`config.mk`:
```
export PLATFORM = sky130hd
export DESIGN_NAME = clkgrp_sel_div
export DESIGN_NICKNAME = d
export VERILOG_FILES = /design/src/rtl/clkgrp_pkg.sv /design/src/rtl/clkgrp_field_port.sv /design/src/rtl/clkgrp_src_edges.sv /design/src/rtl/clkgrp_edge_div.sv /design/src/rtl/clkgrp_sel_div.sv
export SDC_FILE = /design/constraint.sdc
export NUM_CORES = 1
export LEC_CHECK = 0
export BUFFER_PORTS_ARGS = -buffer_cell sky130_fd_sc_hd__buf_2
export CAP_MARGIN = 20
export CORE_MARGIN = 5
export CORE_UTILIZATION = 51
export DETAILED_ROUTE_END_ITERATION = 16
export PLACE_DENSITY = 0.91
export SYNTH_ARGS = -nofsm -noshare
export SYNTH_HDL_FRONTEND = slang
export SYNTH_SLANG_ARGS = --single-unit
```
`constraint.sdc`:
```
create_clock -name clk -period 2.5 [get_ports clk]
set_input_delay 0 -clock clk [delete_from_list [all_inputs] [get_ports clk]]
set_output_delay 0 -clock clk [all_outputs]
set_load 0.01 [all_outputs]
```
`src/rtl/clkgrp_pkg.sv`:
```
package clkgrp_pkg;
  localparam int SW_W    = 3;
  localparam int SEL_W   = 6;
  localparam int RATE_W  = 4;
  localparam int IDX_W   = 3;
  localparam int MAX_SRC = 1 << IDX_W;

  typedef struct packed {
    logic [IDX_W-1:0]  src;
    logic [RATE_W-1:0] ratio;
  } cfg_t;

  localparam cfg_t CFG_RESET = '{src: '0, ratio: RATE_W'(1)};

  function automatic logic [RATE_W-1:0] code_ratio(input logic [2:0] code);
    case (code)
      3'd0:    code_ratio = RATE_W'(1);
      3'd1:    code_ratio = RATE_W'(2);
      3'd2:    code_ratio = RATE_W'(4);
      3'd3:    code_ratio = RATE_W'(6);
      3'd4:    code_ratio = RATE_W'(8);
      3'd5:    code_ratio = RATE_W'(12);
      default: code_ratio = RATE_W'(1);
    endcase
  endfunction

  function automatic cfg_t decode_cfg(input logic [SW_W-1:0] sw,
                                      input logic [SEL_W-1:0] sel);
    cfg_t c;
    c.src = sw[0] ? sel[IDX_W-1:0] : '0;
    if (sw[2])      c.ratio = RATE_W'(3);
    else if (sw[1]) c.ratio = code_ratio(sel[5:3]);
    else            c.ratio = RATE_W'(1);
    return c;
  endfunction
endpackage

```
`src/rtl/clkgrp_field_port.sv`:
```
module clkgrp_field_port #(
  parameter int OFFSET = 0,
  parameter int W      = 3,
  parameter bit REGION = 1'b0,
  parameter int ADDR_W = 4
) (
  input  logic              clk,
  input  logic              rst_n,
  input  logic              wr_en_i,
  input  logic              wr_region_i,
  input  logic [ADDR_W-1:0] wr_addr_i,
  input  logic [31:0]       wr_data_i,
  output logic [W-1:0]      field_o
);
  localparam int WORD = OFFSET / 32;
  localparam int POS  = OFFSET % 32;

  logic hit;
  assign hit = wr_en_i && (wr_region_i == REGION) && (wr_addr_i == ADDR_W'(WORD));

  always_ff @(posedge clk or negedge rst_n) begin
    if (!rst_n)   field_o <= '0;
    else if (hit) field_o <= wr_data_i[POS +: W];
  end

  AST_FIELD_LOAD: assert property (@(posedge clk) disable iff (!rst_n)
    hit |=> field_o == $past(wr_data_i[POS +: W]));
  AST_FIELD_HOLD: assert property (@(posedge clk) disable iff (!rst_n)
    !hit |=> $stable(field_o));
endmodule

```
`src/rtl/clkgrp_src_edges.sv`:
```
module clkgrp_src_edges #(
  parameter int NUM_SRC = 8
) (
  input  logic               clk,
  input  logic               rst_n,
  input  logic [NUM_SRC-1:0] src_i,
  output logic [NUM_SRC-1:0] edge_o
);
  for (genvar k = 0; k < NUM_SRC; k++) begin : g_src
    logic s1, s2, s3;
    always_ff @(posedge clk or negedge rst_n) begin
      if (!rst_n) begin
        s1 <= 1'b0;
        s2 <= 1'b0;
        s3 <= 1'b0;
      end else begin
        s1 <= src_i[k];
        s2 <= s1;
        s3 <= s2;
      end
    end
    assign edge_o[k] = s2 ^ s3;
  end
endmodule

```
`src/rtl/clkgrp_edge_div.sv`:
```
module clkgrp_edge_div
  import clkgrp_pkg::*;
(
  input  logic clk,
  input  logic rst_n,
  input  logic edge_i,
  input  cfg_t pend_i,
  output cfg_t act_o,
  output logic out_o
);
  logic [RATE_W-1:0] cnt;
  logic              safe;
  logic              last;

  assign safe = !out_o && (cnt == '0) && !edge_i;
  assign last = (cnt == act_o.ratio - RATE_W'(1));

  always_ff @(posedge clk or negedge rst_n) begin
    if (!rst_n) begin
      act_o <= CFG_RESET;
      cnt   <= '0;
      out_o <= 1'b0;
    end else begin
      if (safe) act_o <= pend_i;
      if (edge_i) begin
        if (last) begin
          cnt   <= '0;
          out_o <= ~out_o;
        end else begin
          cnt <= cnt + RATE_W'(1);
        end
      end
    end
  end

  AST_SAFE_APPLY: assert property (@(posedge clk) disable iff (!rst_n)
    (act_o != $past(act_o)) |-> (!out_o && $past(!out_o)));
  AST_OUT_NEEDS_EDGE: assert property (@(posedge clk) disable iff (!rst_n)
    !$stable(out_o) |-> $past(edge_i));
  AST_CNT_BELOW_RATIO: assert property (@(posedge clk) disable iff (!rst_n)
    cnt < act_o.ratio);
endmodule

```
`src/rtl/clkgrp_sel_div.sv`:
```
module clkgrp_sel_div
  import clkgrp_pkg::*;
#(
  parameter int NUM_SRC    = 8,
  parameter int ADDR_W     = 4,
  parameter int SW_OFFSET  = 37,
  parameter int SEL_OFFSET = 70
) (
  input  logic               clk,
  input  logic               rst_n,
  input  logic [NUM_SRC-1:0] src_clk_i,
  input  logic               wr_en_i,
  input  logic               wr_region_i,
  input  logic [ADDR_W-1:0]  wr_addr_i,
  input  logic [31:0]        wr_data_i,
  output logic               clk_o,
  output logic [3:0]         rate_o
);
  logic [SW_W-1:0]    sw_f;
  logic [SEL_W-1:0]   sel_f;
  logic [NUM_SRC-1:0] edges;
  logic [MAX_SRC-1:0] edge_pad;
  logic               edge_sel;
  cfg_t               pend, act;

  clkgrp_field_port #(.OFFSET(SW_OFFSET), .W(SW_W), .REGION(1'b0), .ADDR_W(ADDR_W)) u_sw (
    .clk(clk), .rst_n(rst_n), .wr_en_i(wr_en_i), .wr_region_i(wr_region_i),
    .wr_addr_i(wr_addr_i), .wr_data_i(wr_data_i), .field_o(sw_f));

  clkgrp_field_port #(.OFFSET(SEL_OFFSET), .W(SEL_W), .REGION(1'b1), .ADDR_W(ADDR_W)) u_sel (
    .clk(clk), .rst_n(rst_n), .wr_en_i(wr_en_i), .wr_region_i(wr_region_i),
    .wr_addr_i(wr_addr_i), .wr_data_i(wr_data_i), .field_o(sel_f));

  clkgrp_src_edges #(.NUM_SRC(NUM_SRC)) u_edges (
    .clk(clk), .rst_n(rst_n), .src_i(src_clk_i), .edge_o(edges));

  assign pend = decode_cfg(sw_f, sel_f);

  always_comb begin
    edge_pad = '0;
    edge_pad[NUM_SRC-1:0] = edges;
  end
  assign edge_sel = edge_pad[act.src];

  clkgrp_edge_div u_div (
    .clk(clk), .rst_n(rst_n), .edge_i(edge_sel), .pend_i(pend),
    .act_o(act), .out_o(clk_o));

  assign rate_o = act.ratio;

  AST_RATE_LEGAL: assert property (@(posedge clk) disable iff (!rst_n)
    rate_o inside {4'd1, 4'd2, 4'd3, 4'd4, 4'd6, 4'd8, 4'd12});
  AST_RATE_HOLD_HIGH: assert property (@(posedge clk) disable iff (!rst_n)
    $past(clk_o) |-> $stable(rate_o));
endmodule

```
==> impl_metrics.toml <==
[power]
power.density_cell_area_mw_per_mm2 = 987
total_leakage_power_nw = 1.10
power.share.combinational_pct = 29.8
internal_power_w = 0.00160
netSwitchingFraction_pct = 30.4
clockPowerShare_pct = 27.5
power.share.sequential_pct = 42.7
power.total_w = 0.00229
power.net_switching_w = 0.000696
ir_worst_vdd_mv = 0.537

[global_route]
grt.met3_usage_pct = 5.18
gr-usage-all-layers_pct = 13.4
grt_max_degree = 46
grt_first_pass_wirelength_mm = 5.22
grt_use_met2_pct = 21.0
grt.overflow.total = 0
met1_usage_in_global_routing_pct = 16.8
top_usage_layer_grt = "met2"
vias_in_the_first_global_route = 1197
antenna_found_initial = 0

[worst_setup_path]
cell_family_contributing_the_most_delay_on_the_critical_path = "multiplexers"
critPathRequiredTime_ps = 2690
reg2reg_slack_ps = 410
timing.critical_path.buf_inv = 0
cp.arrival_ps = 2280
timing_worst_setup_path_type = "reg2reg"
startpoint_type = "register"
critical_path.slowest_cell = "mux4_2"
setup.worst_path.end_class = "register"
crit_path_cell_trace = "xor2_1, mux4_2, mux2i_4, and4_4, mux2_4"
cpPeakStageDelay_ps = 490
crit_fanout = 8

[logic_synthesis]
netlist_area_mm2 = 0.00186
seq_area_frac_synth_pct = 60.7
postSynth.asyncResetShare_pct = 100
ys_dominant_reg_cell = "dfrtp_1"
ys.warnings.count = 0
netlist.top_cell.by_area = "dfrtp_1"
post_synth_inst_count = 140
synth.area.top_cells = "dfrtp_1 (59%), xor2_1 (6.1%), mux2_2 (4.2%)"
ys_top_cells_by_count = "dfrtp_1 (44), xor2_1 (13), inv_1 (12), nand2_1 (12), mux2_2 (7)"
syn_avg_cell_area_um2 = 13.3
mappedNetlistNets = 193
ys_seq_elements = 45
yosysUniqueCellTypes = 30
yosys.cell_count.top_type = "dfrtp_1"
synth_edf_count = 0
synth_top_cell_area_share_pct = 59.3

[timing]
tns_ps = 0
hold_slack_ps = 31.7
worst_slew_margin_rel_pct = 81.5
layout_worst_path_cycle_share_pct = 83.7
clock_skew_ps = 4.17
unrepaired_setup_endpoints_after_global_routing = "false"
minimum_clock_period_ps = 2090
tightestPinTransition_ps = 271
finalHoldViolations = 0
finalMaxSlewViolations = 0
setup-violations-final = 0
clock.fmax_mhz = 478

[final_layout]
nets = 240
area_delta_synth_final_pct = 25.1
post_route_cells_drive_above_1_share_pct = 27.7
fillerInstances = 281
finish.utilization_pct = 64.4
n_antenna_cell = 0

[drt]
final_routed_wirelength_mm = 2.95
dr.pass1.iters = 5
routed_wire_length_per_instance_um = 12.5
vias = 1174
number_of_design_rule_violations_left_after_detail_routing = 0
violation_count_after_the_first_detailed_routing_iteration = 78
via_density_per_instance = 4.97
ant_nets = 0

[place]
hpwlAfterDp_mm = 1.99
portBuffers = 27
gpl.final_weighted_congestion = 0.827

[cts]
worst_setup_hold_path_clk_slew_ps = 80
cts.sinks = 45
cts-buffers-inserted = 5
ctsHtreeMaxLevel = 2
cts_setup_buffers = 0
tritoncts = "built"
clock-root-buffer = "clkbuf_8"
clockBufferDepth = 2
insertion_delay_ps = 290

[floorplan]
top_level_ports = 53
initial_utilization_pct = 51.5
core_area_mm2 = 0.00361
die_h_um = 70.3
die-width_um = 70.3
rows = 22
dieArea_mm2 = 0.00495

[worst_hold_path]
timing.hold.worst.class = "in2async"

[job]
maxCapViolations = 0

[run_status]
run_status = "finished, final reports clean"
[kinds of logic (layout without fill, tap and decap cells)]
logic type,after synthesis,count (layout),share of synthesized area [%]
simple gates,28,28,7.48
flops,45,45,60.7
xor+xnor,15,15,7.08
buf+inv,18,66,5.32
mux,17,17,12.2
compound gates,12,12,3.84
fa+ha+maj,5,5,3.37
[per-layer routing]
layer  share of wire (%)  vias to the layer above  wire [µm]
met3                 6.3                       10        185
met4                 2.2                        0         66
met2                  50                       32       1470
li1                    -                      562          -
met5                   0                        -          0
met1                  42                      570       1230
[power by group through the flow]
stage	Sequential, W	Clock [W]	Combinational [W]
2_1_floorplan	0.000969	0	0.000572
6_report	0.000979	0.000630	0.000684
5_1_grt	0.000997	0.000688	0.000761
3_5_place_dp	0.000994	0	0.000660
3_3_place_gp	0.000986	0	0.000630
4_1_cts	0.000979	0.000646	0.000684
[layout by cell type (no fill, tap or decap), drive strengths merged]
master and count:
dfrtp 44, buf 29, dlygate4sd3 16, xor2 13, inv 13, nand2 12, mux2 9, mux2i 6
nor2 5, ha 5, clkbuf 5, o21ai 4, a21oi 3, nor3b 2, mux4 2, nand4 2
nor3 2, nand2b 2, xnor2 2, o22ai 2, bufinv 2, a31oi 1, and4 1, nand3 1
and3b 1, a32oi 1, a41oi 1, clkinv 1, dfstp 1
[repair_timing]
action                                  CTS  global route
hold buffers                             16             0
endpoints found under the setup margin    0             0
resized for setup                         0             0
hold endpoints to repair                 61             0
[through the flow]
step / std cells / setup slack [ps] / area, µm²
finish: 236 / 408 / 2320
global route: 236 / 351 / 2320
CTS: 235 / 412 / 2300
detailed placement: 211 / 432 / 2010
global placement: 211 / 459 / 2010
floorplan: 140 / 505 / 1860
[area by class of cell]
| class | count | area, µm² | share of cell area (%) |
|---|---|---|---|
| inverters | 13 | 48.8 | 2.10 |
| repair buffers | 45 | 323 | 13.9 |
| multi-input cells | 77 | 631 | 27.1 |
| clock inverters | 3 | 65.1 | 2.80 |
| well taps | 48 | 60.1 | 2.58 |
| flip-flops and latches | 45 | 1130 | 48.5 |
| clock buffers | 5 | 68.8 | 2.96 |
[state kept, by name (all words and copies together) (netlist names)]
register,flops
u_div.out_o,1
u_div.cnt,4
u_sw.field_o,3
u_edges.g_src.s3,8
u_edges.g_src.s2,8
u_div.act_o,7
u_edges.g_src.s1,8
u_sel.field_o,6
[path summary, 6_finish.rpt]
check,depth (start not counted),start,end
worst max-delay path,5,u_edges.g_src[1].s2$_DFF_PN0_,u_div.act_o[3]$_DFFE_PN0P_
worst min-delay path,2,rst_n,u_div.out_o$_DFFE_PN0P_
worst max register to register,5,u_edges.g_src[1].s2$_DFF_PN0_,u_div.act_o[3]$_DFFE_PN0P_
worst min register to register,0,u_edges.g_src[3].s1$_DFF_PN0_,u_edges.g_src[3].s2$_DFF_PN0_
max in group asynchronous,3,rst_n,u_div.act_o[0]$_DFFE_PN1P_
min in group clk,3,wr_en_i,u_sw.field_o[1]$_DFFE_PN0P_
Power figures use the tool's default switching activity.
